===== config.mk =====
export PLATFORM = sky130hd
export DESIGN_NAME = rom_bist_ctrl
export DESIGN_NICKNAME = d
export VERILOG_FILES = /design/src/rtl/rom_bist_pkg.sv /design/src/rtl/rom_bist_misr.sv /design/src/rtl/rom_bist_seq.sv /design/src/rtl/rom_bist_ctrl.sv
export SDC_FILE = /design/constraint.sdc
export NUM_CORES = 1
export LEC_CHECK = 0
export ABC_AREA = 1
export CORE_MARGIN = 10
export CORE_UTILIZATION = 48
export CTS_BUF_LIST = sky130_fd_sc_hd__clkbuf_16
export CTS_CLUSTER_SIZE = 30
export DETAILED_ROUTE_END_ITERATION = 10
export GPL_TIMING_DRIVEN = 0
export PLACE_DENSITY = 0.85
export SETUP_SLACK_MARGIN = 0.3
export SLEW_MARGIN = 15
export SYNTH_ARGS = -nofsm -noshare
export SYNTH_HDL_FRONTEND = slang
export SYNTH_SLANG_ARGS = --single-unit
export TNS_END_PERCENT = 50

===== constraint.sdc =====
create_clock -name clk_i -period 1.6 [get_ports clk_i]
set_input_delay 0.32 -clock clk_i [delete_from_list [all_inputs] [get_ports clk_i]]
set_output_delay 0.32 -clock clk_i [all_outputs]
set_load 0.03 [all_outputs]

===== src/rtl/rom_bist_pkg.sv =====
package rom_bist_pkg;
  localparam int unsigned SIG_W = 16;
  localparam logic [SIG_W-1:0] CCITT_POLY = 16'h1021;

  typedef enum logic [1:0] {
    ST_IDLE,
    ST_RUN,
    ST_UNLOAD,
    ST_DONE
  } bist_state_e;
endpackage


===== src/rtl/rom_bist_misr.sv =====
module rom_bist_misr #(
  parameter int unsigned     W    = 16,
  parameter logic [W-1:0]    POLY = 16'h1021
) (
  input  logic         clk_i,
  input  logic         rst_ni,
  input  logic         clear_i,
  input  logic         comp_i,
  input  logic         shift_i,
  input  logic [W-1:0] data_i,
  output logic         msb_o
);
  logic [W-1:0] sig_q;
  logic [W-1:0] fb;

  assign fb = sig_q[W-1] ? POLY : '0;

  always_ff @(posedge clk_i or negedge rst_ni) begin
    if (!rst_ni)      sig_q <= '0;
    else if (clear_i) sig_q <= '0;
    else if (comp_i)  sig_q <= {sig_q[W-2:0], 1'b0} ^ fb ^ data_i;
    else if (shift_i) sig_q <= {sig_q[W-2:0], 1'b0};
  end

  assign msb_o = sig_q[W-1];

  assert_clear_zero_R4: assert property (@(posedge clk_i) disable iff (!rst_ni)
    clear_i |=> (sig_q == '0));

  assert_unload_msb_first_R6: assert property (@(posedge clk_i) disable iff (!rst_ni)
    (shift_i && !comp_i && !clear_i) |=> (msb_o == $past(sig_q[W-2])));
endmodule


===== src/rtl/rom_bist_seq.sv =====
module rom_bist_seq
  import rom_bist_pkg::*;
#(
  parameter int unsigned AW    = 6,
  parameter int unsigned SIGW  = 16
) (
  input  logic          clk_i,
  input  logic          rst_ni,
  input  logic          test_en_i,
  input  logic [AW-1:0] start_addr_i,
  output bist_state_e   state_o,
  output logic          phase_o,
  output logic [AW-1:0] base_o,
  output logic          clear_o,
  output logic          comp_o,
  output logic          shift_a_o,
  output logic          shift_b_o,
  output logic          unload_b_o
);
  localparam int unsigned UW = $clog2(2 * SIGW);
  localparam logic [UW-1:0] U_LAST = UW'(2 * SIGW - 1);
  localparam logic [UW-1:0] U_HALF = UW'(SIGW);

  bist_state_e   state_q;
  logic          phase_q;
  logic [AW-1:0] base_q;
  logic [AW-1:0] pairs_q;
  logic [UW-1:0] ucnt_q;
  logic          last_pair;

  assign last_pair = &pairs_q;

  always_ff @(posedge clk_i or negedge rst_ni) begin
    if (!rst_ni) begin
      state_q <= ST_IDLE;
      phase_q <= 1'b0;
      base_q  <= '0;
      pairs_q <= '0;
      ucnt_q  <= '0;
    end else if (!test_en_i) begin
      state_q <= ST_IDLE;
      phase_q <= 1'b0;
    end else begin
      unique case (state_q)
        ST_IDLE: begin
          state_q <= ST_RUN;
          base_q  <= start_addr_i;
          pairs_q <= '0;
          phase_q <= 1'b0;
        end
        ST_RUN: begin
          phase_q <= ~phase_q;
          if (phase_q) begin
            base_q  <= base_q + 1'b1;
            pairs_q <= pairs_q + 1'b1;
            if (last_pair) begin
              state_q <= ST_UNLOAD;
              ucnt_q  <= '0;
            end
          end
        end
        ST_UNLOAD: begin
          ucnt_q <= ucnt_q + 1'b1;
          if (ucnt_q == U_LAST) state_q <= ST_DONE;
        end
        default: state_q <= ST_DONE;
      endcase
    end
  end

  assign state_o    = state_q;
  assign phase_o    = phase_q;
  assign base_o     = base_q;
  assign clear_o    = test_en_i && (state_q == ST_IDLE);
  assign comp_o     = test_en_i && (state_q == ST_RUN);
  assign unload_b_o = (ucnt_q >= U_HALF);
  assign shift_a_o  = test_en_i && (state_q == ST_UNLOAD) && !unload_b_o;
  assign shift_b_o  = test_en_i && (state_q == ST_UNLOAD) && unload_b_o;

  assert_phase_alternates_R3: assert property (@(posedge clk_i) disable iff (!rst_ni)
    (state_q == ST_RUN && test_en_i) |=> (state_q != ST_RUN || phase_q != $past(phase_q)));

  assert_done_holds_R6: assert property (@(posedge clk_i) disable iff (!rst_ni)
    (state_q == ST_DONE && test_en_i) |=> (state_q == ST_DONE));

  assert_exit_on_disable_R7: assert property (@(posedge clk_i) disable iff (!rst_ni)
    !test_en_i |=> (state_q == ST_IDLE));
endmodule


===== src/rtl/rom_bist_ctrl.sv =====
module rom_bist_ctrl
  import rom_bist_pkg::*;
#(
  parameter int unsigned ADDR_W = 6
) (
  input  logic              clk_i,
  input  logic              rst_ni,
  input  logic              test_en_i,
  input  logic              cmd_load_i,
  input  logic [ADDR_W-1:0] cmd_addr_i,
  input  logic [ADDR_W-1:0] func_addr_i,
  output logic [ADDR_W-1:0] rom_addr_o,
  input  logic [SIG_W-1:0]  rom_data_a_i,
  input  logic [SIG_W-1:0]  rom_data_b_i,
  output logic              test_so_o,
  output logic              done_o
);
  logic [ADDR_W-1:0] cmd_q;
  bist_state_e       state;
  logic              phase;
  logic [ADDR_W-1:0] base;
  logic              clear, comp, shift_a, shift_b, unload_b;
  logic              msb_a, msb_b;

  always_ff @(posedge clk_i or negedge rst_ni) begin
    if (!rst_ni)         cmd_q <= '0;
    else if (cmd_load_i) cmd_q <= cmd_addr_i;
  end

  rom_bist_seq #(.AW(ADDR_W), .SIGW(SIG_W)) u_seq (
    .clk_i       (clk_i),
    .rst_ni      (rst_ni),
    .test_en_i   (test_en_i),
    .start_addr_i(cmd_q),
    .state_o     (state),
    .phase_o     (phase),
    .base_o      (base),
    .clear_o     (clear),
    .comp_o      (comp),
    .shift_a_o   (shift_a),
    .shift_b_o   (shift_b),
    .unload_b_o  (unload_b)
  );

  rom_bist_misr #(.W(SIG_W), .POLY(CCITT_POLY)) u_misr_a (
    .clk_i  (clk_i),
    .rst_ni (rst_ni),
    .clear_i(clear),
    .comp_i (comp),
    .shift_i(shift_a),
    .data_i (rom_data_a_i),
    .msb_o  (msb_a)
  );

  rom_bist_misr #(.W(SIG_W), .POLY(CCITT_POLY)) u_misr_b (
    .clk_i  (clk_i),
    .rst_ni (rst_ni),
    .clear_i(clear),
    .comp_i (comp),
    .shift_i(shift_b),
    .data_i (rom_data_b_i),
    .msb_o  (msb_b)
  );

  always_comb begin
    rom_addr_o = func_addr_i;
    test_so_o  = 1'b0;
    unique case (state)
      ST_RUN: begin
        rom_addr_o = phase ? ~base : base;
        test_so_o  = phase ? msb_b : msb_a;
      end
      ST_UNLOAD: test_so_o = unload_b ? msb_b : msb_a;
      default: ;
    endcase
  end

  assign done_o = (state == ST_DONE);

  assert_func_path_R7: assert property (@(posedge clk_i) disable iff (!rst_ni)
    !test_en_i |=> (rom_addr_o == func_addr_i && !done_o));

  assert_complement_follows_R3: assert property (@(posedge clk_i) disable iff (!rst_ni)
    (comp && !phase) |=> (state != ST_RUN || rom_addr_o == ~$past(rom_addr_o)));

  assert_done_quiet_R6: assert property (@(posedge clk_i) disable iff (!rst_ni)
    done_o |-> !test_so_o);
endmodule


==> flow_summary.json, run 1 <==
{
  "finClkSkew_ps": 12.8,
  "grtUsageTotal_pct": 21.1,
  "ant_nets": 0,
  "io_buffers": 55,
  "clk_path_buf_depth": 2,
  "finalCritPeriodShare_pct": 126,
  "vias": 3567,
  "synth.distinct_cells": 28,
  "p_total_mw": 8.95,
  "fp.dieH_um": 103,
  "grt_max_degree": 59,
  "critPathCaptureType": "output pin",
  "dr.pass1.iters": 5,
  "start_util_pct": 48.6,
  "synthTopCellsByCount": "144 x nand2_1, 58 x dfrtp_1, 41 x inv_1",
  "fin_nets": 583,
  "grt-ovfl-total": 0,
  "async_reset_ff_share_pct": 100,
  "dpl.hpwl_mm": 5.96,
  "fp.dieW_um": 103,
  "clkLatencyLatePin_ps": 350,
  "clk_pin_slew_ps": 60,
  "crit_type": "flop to output pin",
  "synth_area_leaders": "dfrtp_1 44%, nand2_1 17%, xor2_1 7.5%",
  "required_ps": 1280,
  "area_delta_synth_final_pct": 60.5,
  "wirelength_mm": 12.5,
  "vias_per_cell": 5.85,
  "worst_slew_pin_slew_ps": 769,
  "met3_length_um": 960,
  "cts_made_buffers": 9,
  "placed_area_mm2": 0.00408,
  "drive_above_1_share_pct": 31.7,
  "core_mm2": 0.00672,
  "hold_viol_final": 0,
  "ctsRootBufferMaster": "clkbuf_16",
  "hold_path_class": "input port to asynchronous set/reset pin",
  "wl_met2_mm": 6.51,
  "synth_top_area_share_pct": 44.4,
  "ctsHoldBuffers": 0,
  "gp_congestion": 0.847,
  "antenna_found_initial": 0,
  "fin_cells": 610,
  "netlist_instances": 424,
  "synth_top_area_cell": "dfrtp_1",
  "slew_headroom_pct": 48.8,
  "drcViolationCount": 0,
  "cp-start-kind": "flop",
  "fmax_mhz": 495,
  "num_rows": 30,
  "cts.sink_count": 58,
  "rsz0062_at_grt": "yes",
  "synth-edff-count": 0,
  "design_area_mm2": 0.00524,
  "tritoncts": "built",
  "avgSynthCellArea_um2": 7.71,
  "m1WireLength_mm": 4.45,
  "drt_iter0_markers": 253,
  "cp.arrival_ps": 1700,
  "final-setup-viol-count": 55,
  "crit_path_max_fanout": 7,
  "ios": 56,
  "violations": "negative setup slack",
  "yosysMostFrequentCell": "nand2_1",
  "power.leakage_nw": 2.41,
  "ir_worst_vdd_v": 0.00105,
  "routed.top_layer": "met4",
  "ys_warn_count": 0,
  "diodes": 0,
  "cts_max_level": 3,
  "dieArea_mm2": 0.0105,
  "yosys_most_used_dff": "dfrtp_1",
  "period_needed_ps": 2020,
  "synth_seq_cells": 58,
  "cap_violations": 0,
  "grt_pass1_wl_mm": 17.3,
  "synth_fp_nets": 482,
  "power_density_mw_per_mm2": 1710,
  "syn_area_mm2": 0.00327,
  "post_drt_wl_per_cell_um": 20.5,
  "outcome": "finished with violations",
  "fin_ws_ps": -421,
  "yosysSeqAreaShare_pct": 44.4,
  "drv_slew": 0,
  "grt_pass1_vias": 3514,
  "dpl.cell_count": 559
}
## worst paths after layout
kind / from / endpoint / slack (ps) / cells after the start
max in group asynchronous: rst_ni / u_seq.state_o[0] / 1000 / 1
setup reg to reg: u_seq.state_o[0] / u_misr_b.sig_q[6] / -290 / 11
setup / recovery: u_seq.state_o[1] / test_so_o / -420 / 8
min in group clk_i: u_seq.ucnt_q[3] / u_seq.ucnt_q[3] / 500 / 2
hold reg to reg: u_seq.ucnt_q[3] / u_seq.ucnt_q[3] / 500 / 2
hold / removal: rst_ni / u_misr_a.sig_q[2] / 30 / 1
## per-stage QoR
step	util (%)	setup WS [ps]	TNS, ps	hold WS [ps]
6_report	78.0	-421	-11140	28.4
3_5_place_dp	60.8	-693	-14430	434
5_1_grt	78.0	-442	-14490	102
3_3_place_gp	60.8	-1630	-106920	454
2_1_floorplan	-	17.7	0	24.4
4_1_cts	71.1	-347	-3570	84.8
## routing by layer
metal  vias up  GRT usage, %
li1       1542             -
met1      1723          22.9
met2       241          36.7
met3        61          4.42
met4         0          13.2
met5         -             0
## layout by cell type, fill, tap and decap left out, drive strengths merged, types with 2 or more instances in the layout
master and n:
a21oi 11, buf 53, clkbuf 12, clkdlybuf4s50 45
clkinv 6, clkinvlp 2, dfrtp 58, ha 10
inv 46, nand2 149, nand3 22, nand4 5
nor2 18, o21ai 47, o21bai 2, o22ai 5
xnor2 3, xor2 28
## sequential cells by signal (all words and copies together) (netlist names)
signal,flops
u_misr_a.sig_q,16
u_misr_b.sig_q,16
u_seq.pairs_q,6
u_seq.ucnt_q,5
u_seq.base_o,6
u_seq.phase_o,1
cmd_q,6
u_seq.state_o,2
## worst max-delay path, stage by stage (launching register included)
cell and delay (ps):
dfrtp_1 390, inv_2 80, ha_4 140, buf_12 130, nand2_8 100, o21ai_4 90, nand2_2 80, a21boi_4 180
buf_6 150
## area by class of cell
type | count | area (um^2)
flip-flops and latches | 58 | 1450
clock inverters | 7 | 46.3
clock buffers | 9 | 225
fillers | 377 | 1480
inverters | 47 | 214
plain buffers | 12 | 163
well taps | 80 | 100
repair buffers | 90 | 931
multi-input cells | 307 | 2110
## where the power goes
| part | internal (mW) | switching [mW] |
|---|---|---|
| Sequential | 1.84 | 0.449 |
| Clock | 1.04 | 0.776 |
| Combinational | 2.13 | 2.72 |
## kinds of logic (layout without fill, tap and decap cells)
kind of cell	after synthesis	after routing	share of synthesized area, %
muxes	1	1	0.345
and+or+nand+nor	196	196	24.3
xor gates and xnor gates	31	31	8.31
DFF	58	58	44.4
buffers and inverters	59	165	7.47
AOI/OAI and AO/OA	69	69	11.4
adders and majority gates	10	10	3.83
## repair_timing
item                       in CTS  in global routing
cloned                          4                  2
buffers inserted               19                 10
resized for setup             118                 86
pin swaps                      24                 17
setup endpoints to repair      60                 60
Note: power is estimated with default switching activity, not from simulation.
==> inputs of run 2 (changes only) <==
--- a/config.mk
+++ b/config.mk
@@ -11,8 +11,7 @@
 export CTS_BUF_LIST = sky130_fd_sc_hd__clkbuf_16
 export CTS_CLUSTER_SIZE = 30
 export DETAILED_ROUTE_END_ITERATION = 10
-export GPL_TIMING_DRIVEN = 0
-export PLACE_DENSITY = 0.85
+export PLACE_DENSITY = 0.81
 export SETUP_SLACK_MARGIN = 0.3
 export SLEW_MARGIN = 15
 export SYNTH_ARGS = -nofsm -noshare
==> run 2 against run 1 <==
Effect of this change:
- the run still ends with negative setup slack left
- sequential share of layout area hardly changed
- via count is 0.67% higher
- die area unchanged
- global-route usage shrank 0.54 points
- critical endpoint is now rom_addr_o[3]
==> flow_summary.json, run 2 (synthesized netlist as in run 1, its figures left out) <==
{
  "place_ws_ps": -171,
  "cap_violations": 0,
  "final_cell_mix": "133 x nand2_1, 57 x dfrtp_1, 46 x clkdlybuf4s50_1",
  "top_regs": "u_misr_a.sig_q: 16 flops, u_misr_b.sig_q: 16 flops",
  "design_area_mm2": 0.00524,
  "grt_max_degree": 59,
  "cts_made_buffers": 9,
  "period_needed_ps": 1940,
  "post_drt_wl_per_cell_um": 19.1,
  "drt_iter0_markers": 350,
  "hold_path_class": "flop to flop",
  "hold_viol_final": 0,
  "vias_per_cell": 5.82,
  "seqCellArea_mm2": 0.00145,
  "start_util_pct": 48.6,
  "final-setup-viol-count": 60,
  "worst_path_largest_cell_delay_ps": 390,
  "final_common_cell": "nand2_1",
  "clk_pin_slew_ps": 50,
  "outcome": "finished with violations",
  "path_buf_inv": 3,
  "dr.pass1.iters": 8,
  "ant_nets": 0,
  "tritoncts": "built",
  "grtUsageTotal_pct": 20.5,
  "crit_path_max_fanout": 6,
  "gp_congestion": 0.824,
  "finClkSkew_ps": 9.42,
  "grt_pass1_vias": 3413,
  "clkLatencyLatePin_ps": 340,
  "grt_pass1_wl_mm": 16.8,
  "antenna_found_initial": 0,
  "fin_ws_ps": -336,
  "critPathCaptureType": "output pin",
  "clk_path_buf_depth": 2,
  "drcViolationCount": 0,
  "violations": "negative setup slack",
  "power_density_mw_per_mm2": 1760,
  "cts_max_level": 3,
  "critical-path-top-delay-family": "flip-flops",
  "fp.dieH_um": 103,
  "fp.dieW_um": 103,
  "grt-ovfl-total": 0,
  "rsz0062_at_grt": "yes",
  "cp.arrival_ps": 1620,
  "required_ps": 1280,
  "ios": 56,
  "cp-start-kind": "flop",
  "worst_slew_pin_slew_ps": 410,
  "fillers": 367,
  "dpl.hpwl_mm": 6.18,
  "wirelength_mm": 11.8,
  "placed_area_mm2": 0.00420,
  "ctsRootBufferMaster": "clkbuf_16",
  "area_delta_synth_final_pct": 60.4,
  "slew_headroom_pct": 72.5,
  "power.leakage_nw": 2.38,
  "finalCritPeriodShare_pct": 121,
  "dieArea_mm2": 0.0105,
  "vias": 3591,
  "ir_worst_vdd_v": 0.00105,
  "drive_above_1_share_pct": 27.6,
  "fmax_mhz": 517,
  "slowest_stage": "dfrtp_1",
  "io_buffers": 55,
  "crit_type": "flop to output pin",
  "diodes": 0,
  "drv_slew": 0,
  "core_mm2": 0.00672,
  "num_rows": 30,
  "crit_chain": "inv_2 -> ha_4 -> nand2_8 -> buf_12 -> o22ai_2 -> a21oi_4 -> buf_6",
  "cts.sink_count": 58,
  "multi_input_area_mm2": 0.00200,
  "fin_nets": 590
}
run 2: cell types whose count changed in the layout (fill, tap and decap cells not counted), sizes merged, moves of 2 or more:
cell,previous run,this run
clkbuf,12,10
buf,53,57
bufinv,0,2
inv,46,50
clkinv,6,2
run 2: tightest hold or removal path, cell delays in order, from the launching register on:
cell and delay [ps]:
dfrtp_1 350, nand2_1 60, nand2_1 50
run 2: final timing paths:
path	startpoint	endpoint	slack, ps	depth (start not counted)
min in group asynchronous	rst_ni	cmd_q[0]	520	3
setup / recovery	u_seq.state_o[1]	rom_addr_o[3]	-340	7
hold reg to reg	u_seq.ucnt_q[3]	u_seq.ucnt_q[3]	500	2
hold / removal	u_seq.ucnt_q[3]	u_seq.ucnt_q[3]	500	2
max in group asynchronous	rst_ni	u_misr_a.sig_q[9]	790	3
setup reg to reg	u_seq.state_o[1]	u_misr_a.sig_q[9]	-290	11
run 2: power breakdown:
part           switching (mW)  leakage [nW]  internal (mW)
Sequential              0.401         0.774           1.84
Clock                   0.693         0.152           1.34
Combinational            2.78          1.46           2.15
run 2: through the flow:
step | util (%) | total power [mW] | std cells | hold WS (ps) | TNS [ps]
after floorplan | - | 4.30 | 424 | 24.4 | 0
after global placement | 62.5 | 5.13 | 571 | 341 | -3660
after detailed placement | 62.5 | 5.28 | 571 | 345 | -5440
after CTS | 73.8 | 8.33 | 607 | 485 | -3410
after global routing | 78.0 | 9.56 | 617 | 528 | -14740
final | 78.0 | 9.21 | 617 | 496 | -11850
run 2: per-layer routing:
layer,GRT usage [%],part of all wire [%]
met5,0,0
met4,12.6,5.1
met3,5.50,7.1
met2,34.8,50
met1,22.5,38
run 2: area by class of cell:
cell class / count / share of cell area [%]
flip-flops and latches: 58 / 27.7
repair buffers: 105 / 21.3
clock buffers: 9 / 4.30
repair inverters: 3 / 0.430
clock inverters: 7 / 1.65
multi-input cells: 308 / 38.2
inverters: 47 / 4.51
well taps: 80 / 1.91
run 2: repair_timing:
item,4_1_cts,5_1_grt
resized for setup,77,41
buffers inserted,15,9
hold buffers,1,0
endpoints found under the setup margin,60,60
hold endpoints to repair,5,0
cloned,4,1
pin swaps,8,11
==> inputs of run 3 (changes only) <==
--- a/config.mk
+++ b/config.mk
@@ -13,7 +13,7 @@
 export DETAILED_ROUTE_END_ITERATION = 10
 export PLACE_DENSITY = 0.81
 export SETUP_SLACK_MARGIN = 0.3
-export SLEW_MARGIN = 15
+export SKIP_CTS_REPAIR_TIMING = 1
 export SYNTH_ARGS = -nofsm -noshare
 export SYNTH_HDL_FRONTEND = slang
 export SYNTH_SLANG_ARGS = --single-unit
==> run 3 against run 2 <==
Effect of this change:
- the flow finishes with violations (negative hold slack, negative setup slack)
- combinational power is 23% lower
- cell area decreased by 7.7%
- wire length shrank 19%
- total power is 13% lower
- sequential power down 2%
- critical path type unchanged
- first-iteration DRC count fell by 36%
- die area unchanged
- largest power group unchanged
- sequential share of layout area increased by 2.3 points
- setup slack got worse by 5.9 ps
==> flow_summary.json, run 3 (synthesized netlist as in run 1, its figures left out) <==
{
  "drt_iter0_markers": 224,
  "finalCritPeriodShare_pct": 121,
  "ctsRootBufferMaster": "clkbuf_16",
  "cp.depth": 7,
  "worst_slew_pin_slew_ps": 332,
  "grt_pass1_vias": 3011,
  "crit_type": "flop to output pin",
  "grt-ovfl-total": 0,
  "worst_path_largest_cell_delay_ps": 390,
  "cts_max_level": 3,
  "vias": 3230,
  "power_density_mw_per_mm2": 1660,
  "critPathCaptureType": "output pin",
  "dpl.hpwl_mm": 6.18,
  "path_buf_inv": 2,
  "cts_made_buffers": 9,
  "fin_ws_ps": -342,
  "fp.dieW_um": 103,
  "period_needed_ps": 1940,
  "antenna_found_initial": 0,
  "top_regs": "u_misr_a.sig_q: 16 flops, u_misr_b.sig_q: 16 flops",
  "finClkSkew_ps": 4.64,
  "fp.dieH_um": 103,
  "grtUsageTotal_pct": 17.3,
  "design_area_mm2": 0.00484,
  "start_util_pct": 48.6,
  "tritoncts": "built",
  "area_delta_synth_final_pct": 48.0,
  "drv_slew": 0,
  "crit_path_max_fanout": 6,
  "dpl.cell_count": 571,
  "final_cell_mix": "138 x nand2_1, 58 x dfrtp_1, 46 x clkdlybuf4s50_1",
  "ir_worst_vdd_v": 0.000965,
  "final-setup-viol-count": 39,
  "cts.sink_count": 58,
  "fillers": 416,
  "power.leakage_nw": 2.23,
  "slowest_stage": "dfrtp_1",
  "violations": "negative hold slack, negative setup slack",
  "num_rows": 30,
  "ios": 56,
  "slew_headroom_pct": 77.8,
  "diodes": 0,
  "gp_congestion": 0.824,
  "wirelength_mm": 9.52,
  "fin_cells": 599,
  "cp-start-kind": "flop",
  "drcViolationCount": 0,
  "final_common_cell": "nand2_1",
  "grt_max_degree": 59,
  "critical-path-top-delay-family": "flip-flops",
  "dr.pass1.iters": 5,
  "reg2regPathDepth": 8,
  "clk_pin_slew_ps": 50,
  "drive_above_1_share_pct": 23.1,
  "grt_pass1_wl_mm": 14.4,
  "cp.arrival_ps": 1620,
  "outcome": "finished with violations",
  "hold_path_class": "input port to asynchronous set/reset pin",
  "rsz0062_at_grt": "yes",
  "placed_area_mm2": 0.00420,
  "cap_violations": 0,
  "fmax_mhz": 515,
  "clk_path_buf_depth": 2,
  "vias_per_cell": 5.39,
  "post_drt_wl_per_cell_um": 15.9,
  "clkLatencyLatePin_ps": 330,
  "hold_ws_ps": -26.6,
  "core_mm2": 0.00672,
  "crit_chain": "inv_2 -> ha_4 -> nand2_4 -> o21ai_2 -> nand2_2 -> a21boi_4 -> buf_12",
  "ant_nets": 0,
  "fin_nets": 572,
  "io_buffers": 55,
  "required_ps": 1280,
  "dieArea_mm2": 0.0105,
  "hold_viol_final": 20
}
-- run 3: changes by cell type in the layout (fill, tap and decap cells not counted), moves of 5 or more --
cell     delta
buf_6      -15
o21ai_1     -8
buf_4       +6
nand2_1     +5
nand3_1     +5
nand3_2     -5
o21ai_0     +5
-- run 3: path summary, 6_finish.rpt --
| kind | start | to | slack, ps |
|---|---|---|---|
| worst max-delay path | u_seq.state_o[1] | test_so_o | -340 |
| worst min-delay path | rst_ni | cmd_q[0] | -30 |
| worst max register to register | u_seq.state_o[1] | u_misr_b.sig_q[11] | -190 |
| worst min register to register | u_seq.ucnt_q[3] | u_seq.ucnt_q[3] | 480 |
| max in group asynchronous | rst_ni | u_misr_a.sig_q[9] | 1360 |
| min in group clk_i | u_seq.ucnt_q[3] | u_seq.ucnt_q[3] | 480 |
-- run 3: layer usage --
| metal | global-route usage [%] | up-vias | wire length [um] |
|---|---|---|---|
| met2 | 28.1 | 111 | 5060 |
| met1 | 20.7 | 1568 | 3750 |
| met3 | 4.62 | 20 | 513 |
| met4 | 8.89 | 0 | 201 |
| li1 | - | 1531 | - |
| met5 | 0 | - | 0 |
-- run 3: power breakdown --
group          switching, mW  internal (mW)
logic                   2.24           1.58
clock network          0.668           1.34
registers              0.355           1.84
total                   3.27           4.76
-- run 3: cell type report --
type / count / area [um^2] / share of cell area [%]
multi-input cells: 308 / 1900 / 39.2
flip-flops and latches: 58 / 1450 / 30.0
repair buffers: 89 / 867 / 17.9
clock buffers: 9 / 225 / 4.65
inverters: 47 / 204 / 4.22
well taps: 80 / 100 / 2.07
clock inverters: 7 / 86.3 / 1.78
repair inverters: 1 / 7.51 / 0.155
-- run 3: per-stage QoR --
step	total power, mW	setup TNS (ps)	utilization [%]	worst slack (ps)	hold WS, ps
2_1_floorplan	4.30	0	-	17.7	24.4
3_3_place_gp	5.13	-3660	62.5	-125	341
3_5_place_dp	5.28	-5440	62.5	-171	345
4_1_cts	7.32	-2470	67.2	-419	-4.39
5_1_grt	8.45	-7410	72.0	-403	4.80
6_report	8.02	-4310	72.0	-342	-26.6
